### config.mk
export PLATFORM = sky130hd
export DESIGN_NAME = phase_window_pwm
export DESIGN_NICKNAME = d
export VERILOG_FILES = /design/src/rtl/pwm_win_pkg.sv /design/src/rtl/pwm_rst_sync.sv /design/src/rtl/pwm_window_bank.sv /design/src/rtl/pwm_duty_capture.sv /design/src/rtl/pwm_edge_mask.sv /design/src/rtl/phase_window_pwm.sv
export SDC_FILE = /design/constraint.sdc
export NUM_CORES = 1
export LEC_CHECK = 0
export BUFFER_PORTS_ARGS = -buffer_cell sky130_fd_sc_hd__buf_2
export CELL_PAD_IN_SITES_DETAIL_PLACEMENT = 1
export CELL_PAD_IN_SITES_GLOBAL_PLACEMENT = 1
export CORE_AREA = 3 3 40 42
export DETAILED_ROUTE_END_ITERATION = 10
export DIE_AREA = 0 0 43 45
export GPL_TIMING_DRIVEN = 0
export PLACE_DENSITY_LB_ADDON = 0.1
export SYNTH_ARGS = -nofsm -noshare
export SYNTH_HDL_FRONTEND = slang
export SYNTH_SLANG_ARGS = --single-unit
### constraint.sdc
create_clock -name ph_000_i -period 1.4 [get_ports ph_000_i]
set_input_delay 0.28 -clock ph_000_i [delete_from_list [all_inputs] [get_ports ph_000_i]]
set_output_delay 0.28 -clock ph_000_i [all_outputs]
set_load 0.05 [all_outputs]
### src/rtl/pwm_win_pkg.sv
package pwm_win_pkg;
  // Number of phase copies of the base clock (quarter-period spacing).
  localparam int unsigned N_PHASE = 4;
  // Each phase slice is split in two by the quadruple-rate clock.
  localparam int unsigned N_WIN   = 2 * N_PHASE;
  // Width of the duty code that selects the falling window.
  localparam int unsigned DUTY_W  = $clog2(N_WIN);
  // Synchronizer depth for the reset release.
  localparam int unsigned RST_SYNC_STAGES = 2;

  typedef logic [N_WIN-1:0]   win_vec_t;
  typedef logic [DUTY_W-1:0]  duty_t;
endpackage

### src/rtl/pwm_rst_sync.sv
module pwm_rst_sync #(
  parameter int unsigned STAGES = 2
) (
  input  logic clk,
  input  logic rst_n,
  output logic rst_sync_n
);
  logic [STAGES-1:0] sync_q;
  logic [STAGES-1:0] sync_d;

  always_comb begin
    sync_d = {sync_q[STAGES-2:0], 1'b1};
  end

  always_ff @(posedge clk or negedge rst_n) begin
    if (!rst_n) begin
      sync_q <= '0;
    end else begin
      sync_q <= sync_d;
    end
  end

  assign rst_sync_n = sync_q[STAGES-1];
endmodule

### src/rtl/pwm_window_bank.sv
module pwm_window_bank
  import pwm_win_pkg::*;
(
  input  logic              rst_n,
  input  logic [N_PHASE-1:0] phase_i,
  input  logic              x2_i,
  input  logic              x2_n_i,
  input  logic              x4_i,
  input  logic              x4_n_i,
  output win_vec_t          win_o
);
  logic [N_PHASE-1:0] slice;

  // Even phases overlap the high half of the double-rate clock in their
  // leading quarter, odd phases overlap its low half.
  for (genvar p = 0; p < N_PHASE; p++) begin : g_slice
    if ((p % 2) == 0) begin : g_even
      assign slice[p] = phase_i[p] & x2_i;
    end else begin : g_odd
      assign slice[p] = phase_i[p] & x2_n_i;
    end
  end

  // Each quarter slice is halved: leading eighth with the high half of the
  // quadruple-rate clock, trailing eighth with its low half.
  for (genvar w = 0; w < N_WIN; w++) begin : g_win
    if ((w % 2) == 0) begin : g_lead
      assign win_o[w] = slice[w/2] & x4_i;
    end else begin : g_trail
      assign win_o[w] = slice[w/2] & x4_n_i;
    end
  end

  AST_WIN_ONEHOT: assert property (@(posedge phase_i[0]) disable iff (!rst_n)
    $onehot0(win_o));
  AST_LAST_WIN_AT_WRAP: assert property (@(posedge phase_i[0]) disable iff (!rst_n)
    win_o == win_vec_t'(1) << (N_WIN-1));
endmodule

### src/rtl/pwm_duty_capture.sv
module pwm_duty_capture
  import pwm_win_pkg::*;
(
  input  logic  clk,
  input  logic  rst_sync_n,
  input  duty_t duty_i,
  output duty_t duty_q
);
  duty_t duty_d;
  logic  load_en;

  always_comb begin
    load_en = rst_sync_n;
    duty_d  = load_en ? duty_i : duty_q;
  end

  always_ff @(posedge clk or negedge rst_sync_n) begin
    if (!rst_sync_n) begin
      duty_q <= '0;
    end else begin
      duty_q <= duty_d;
    end
  end
endmodule

### src/rtl/pwm_edge_mask.sv
module pwm_edge_mask
  import pwm_win_pkg::*;
(
  input  logic     run_i,
  input  duty_t    duty_i,
  input  win_vec_t win_i,
  output logic     pwm_o
);
  win_vec_t keep;

  // Thermometer mask: windows 0..duty stay, the rest are dropped.
  for (genvar w = 0; w < N_WIN; w++) begin : g_mask
    assign keep[w] = (DUTY_W'(w) <= duty_i);
  end

  assign pwm_o = run_i & (|(win_i & keep));
endmodule

### src/rtl/phase_window_pwm.sv
module phase_window_pwm
  import pwm_win_pkg::*;
(
  input  logic        rst_n,
  input  logic        ph_000_i,
  input  logic        ph_090_i,
  input  logic        ph_180_i,
  input  logic        ph_270_i,
  input  logic        clk_x2_i,
  input  logic        clk_x2_n_i,
  input  logic        clk_x4_i,
  input  logic        clk_x4_n_i,
  input  logic [2:0]  duty_i,
  output logic        pwm_o
);
  logic      rst_sync_n;
  duty_t     duty_q;
  win_vec_t  win;
  logic [N_PHASE-1:0] phases;

  assign phases = {ph_270_i, ph_180_i, ph_090_i, ph_000_i};

  pwm_rst_sync #(
    .STAGES (RST_SYNC_STAGES)
  ) i_rst_sync (
    .clk        (ph_000_i),
    .rst_n      (rst_n),
    .rst_sync_n (rst_sync_n)
  );

  pwm_window_bank i_window_bank (
    .rst_n   (rst_sync_n),
    .phase_i (phases),
    .x2_i    (clk_x2_i),
    .x2_n_i  (clk_x2_n_i),
    .x4_i    (clk_x4_i),
    .x4_n_i  (clk_x4_n_i),
    .win_o   (win)
  );

  pwm_duty_capture i_duty_capture (
    .clk        (ph_000_i),
    .rst_sync_n (rst_sync_n),
    .duty_i     (duty_t'(duty_i)),
    .duty_q     (duty_q)
  );

  pwm_edge_mask i_edge_mask (
    .run_i  (rst_sync_n),
    .duty_i (duty_q),
    .win_i  (win),
    .pwm_o  (pwm_o)
  );

  // The last slot before the wrap is high only for the full-scale code.
  AST_PWM_AT_WRAP: assert property (@(posedge ph_000_i) disable iff (!rst_sync_n)
    pwm_o == (duty_q == '1));
  AST_RESET_LOW: assert property (@(posedge ph_000_i) disable iff (!rst_n)
    !rst_sync_n |-> !pwm_o);
endmodule

== Word-level counts from Yosys, hierarchy flattened ==
Cells that the tools add are included.
W data, S select, Z words.
Cells by class
  add/sub/neg operators: 0
  $mul: 0
  divide/modulo/power cells: 0
  order comparisons: 8
  eq/ne operators: 0
  shift-type cells: 0
  multiplexer cells: 0
  bitwise operators: 14
  reduce and logical (&&, ||, !) cells: 1
Operators by type and width (number)
  $and A1 B1 Y1: 13
  $le A3 B3 Y1 const A: 4
  $and A8 B8 Y8: 1
  $reduce_or A8 Y1: 1
  $le A1 B3 Y1 const A: 2
  $le A2 B3 Y1 const A: 2
Word-level totals
  register bits after elaboration: 5
  latch bits: 0
  memory bits (writable): 0
  bits in read-only memories: 0
  output and inout bits: 1
  logic and storage cells: 25
  memories: 0

== Longest topological paths before layout ==
  depth in word-level cells: 5
  gate-level depth with buffers: 4

== Hierarchy ==
Synthesis repeated with hierarchy kept, for this count alone.
Second synthesis, totals
  cells, all modules: 26
  area, all modules: 296.5 µm²
Modules (own cells, without submodules)
  pwm_duty_capture: instances 1, cells each 6, area each 108.9 µm²
  pwm_edge_mask: instances 1, cells each 9, area each 83.8 µm²
  pwm_rst_sync: instances 1, cells each 3, area each 53.8 µm²
  pwm_window_bank: instances 1, cells each 8, area each 50.0 µm²

==> metrics.txt <==
GRT Util Overall=0.0962; maxcap violations=0; Synth Warn #=0; Int Pwr=570 µW; Synth area leader=dfrtp_1; Post-Route Setup TNS=-865 ps; post-synth top area share=0.490; Starting Density=0.199; P per Cell Area=1640 nW/µm²; combinational power share=0.051; Final Cell Area=462 µm²; Netlist cell types=14; switching power share of the total=0.246; Post-Syn Nets=33; failing checks=setup timing; Switch Pwr=186 µW; Seq pwr share=0.227; Max Clock Skew=0.0341 ps; final hold violation count=0; most frequent cells after synthesis=dfrtp_1 (5), mux2_1 (3), a21oi_1 (2); Main synth FF type=dfrtp_1; synth top area cells=dfrtp_1 (49%), mux2_1 (13%), maj3_2 (4.4%), o221a_1 (4.4%), a21oi_1 (3.9%); initial antenna violation count=0; ant diodes=0; Critical Path Fanout Max=2; Die W=43 µm; Final Util=0.359; Seq/Total Area, Yosys=0.490; via count=262; placed cell count=48; DRC Markers=0; Placed Area=343 µm²; mapped cell area=255 µm²; layout cells sized above 1=0.568; #FFs+latches synth=5; CTS tree=done; Setup CP Type=clock port to output pin; first-pass GRT wire length=1.20 mm; Placer Congestion=0.670; TritonRoute pass-1 iters=3; peak supply drop=0.765 mV; Worst EP required=1120 ps; Static Leak=0.218 nW; final cell count without fillers=59; Slew Limit Fails=0; Worst Path Arrival=1980 ps; outcome=complete, but fails checks; Die ar.=1940 µm²; hold slack=113 ps; total congestion overflow=0; nets@finish=56; initial DRC count=1; worst skew pair latency=340 ps; Avg Vias per Cell=4.44; largest net degree at the start of global routing=8; die height=45 µm; synth-to-layout area growth=80.9%; crit path launch type=clock port; Routed Antenna Nets=0; PortBufs=12; Worst setup EP type=output pin; Min-Delay Path Class=register to async pin; row cnt=13; Setup-failing EPs final=2; vias in the first global route=320; Post-Synthesis Cells=21; fraction of registers with async set/reset=1.00; most frequent cell after synthesis=dfrtp_1; Clock power frac=0.723; number of flops mapped to enable cells by yosys=0; routed len/inst=11.8 µm; Top-Level Pins=13; unrepaired setup endpoints after global routing=true; WL final=697 µm; Clk pin slew, worst setup/hold paths=40 ps; core area=1280 µm²; HPWL after detailed placement=500 µm; syn_area_per_cell=12.2 µm²; Worst Slack Setup Final=-865 ps
## metrics by stage
| step | worst slack (ps) | total power [mW] |
|---|---|---|
| final | -865 | 0.756 |
| after global routing | -908 | 0.814 |
| after CTS | -982 | 0.757 |
| after detailed placement | -704 | 0.309 |
| after global placement | -704 | 0.307 |
| after floorplan | -594 | 0.281 |
## per-layer routing
metal  part of all wire  track usage  wire length [µm]  vias up
met1               0.34       0.0758               239      122
li1                   -            -                 -      124
met5                  0            0                 0        -
met3              0.085       0.0558                59        4
met4              0.043        0.199                30        0
met2               0.53        0.111               367       12
## power by group through the flow
stage / Sequential [mW] / Clock, mW / Combinational [mW]
3_3_place_gp: 0.173 / 0.101 / 0.0328
4_1_cts: 0.172 / 0.546 / 0.0388
2_1_floorplan: 0.169 / 0.0971 / 0.0153
6_report: 0.171 / 0.546 / 0.0383
3_5_place_dp: 0.174 / 0.101 / 0.0344
5_1_grt: 0.173 / 0.597 / 0.0438
## state kept, by name (all words and copies together) (netlist names)
signal,count
i_duty_capture.duty_q,3
i_rst_sync.sync_q,2
## placed cells by master (no fill, tap or decap)
| master | instances |
|---|---|
| buf_6 | 1 |
| conb_1 | 1 |
| a41oi_1 | 1 |
| clkbuf_1 | 1 |
| buf_2 | 10 |
| and2_1 | 1 |
| clkbuf_4 | 5 |
| o31a_4 | 1 |
| maj3_2 | 1 |
| o221a_1 | 1 |
| mux2_1 | 3 |
| dlygate4sd3_1 | 1 |
| buf_4 | 1 |
| buf_8 | 3 |
| and3_1 | 1 |
| o21a_1 | 1 |
| o21a_2 | 1 |
| clkbuf_8 | 1 |
| nand3_1 | 1 |
| dfrtp_1 | 5 |
| and2_4 | 1 |
| a21oi_1 | 2 |
## critical path, stage by stage
cell and delay, ps:
buf_8 90, and2_4 130, buf_8 110, maj3_2 290, o221a_1 220, o31a_4 290
buf_8 150
## layout make-up
type	count	area, µm²
clock buffer	11	108
fill	150	823
multi-input combinational	16	139
sequential	5	125
tap	15	18.8
timing repair buffer	12	71.3
## kinds of logic after synthesis
kind of cell | share of synthesized area
muxes | 0.132
AOI/OAI and AO/OA | 0.216
and+or+nand+nor | 0.103
adders and majority gates | 0.0441
DFF | 0.490
other | 0.0147
## path summary, 6_finish.rpt
path | cells after the start | from | slack (ps) | end
max | 7 | ph_000_i | -860 | pwm_o
min | 0 | i_rst_sync.sync_q[1] | 110 | i_duty_capture.duty_q[0]
max reg2reg | 1 | i_rst_sync.sync_q[1] | 420 | i_duty_capture.duty_q[0]
min reg2reg | 0 | i_rst_sync.sync_q[1] | 110 | i_duty_capture.duty_q[0]
max in group asynchronous | 2 | rst_n | 1060 | i_rst_sync.sync_q[1]
min in group ph_000_i | 2 | duty_i[1] | 150 | i_duty_capture.duty_q[1]
## what timing repair did
action	in CTS	in global routing
setup endpoints to repair	2	2
endpoints found under the hold margin	2	0
pin swaps	4	2
hold buffers	1	0
gates cloned	0	0
resized for setup	6	2
buffers inserted	1	0
Note: power is estimated with default switching activity, not from simulation.
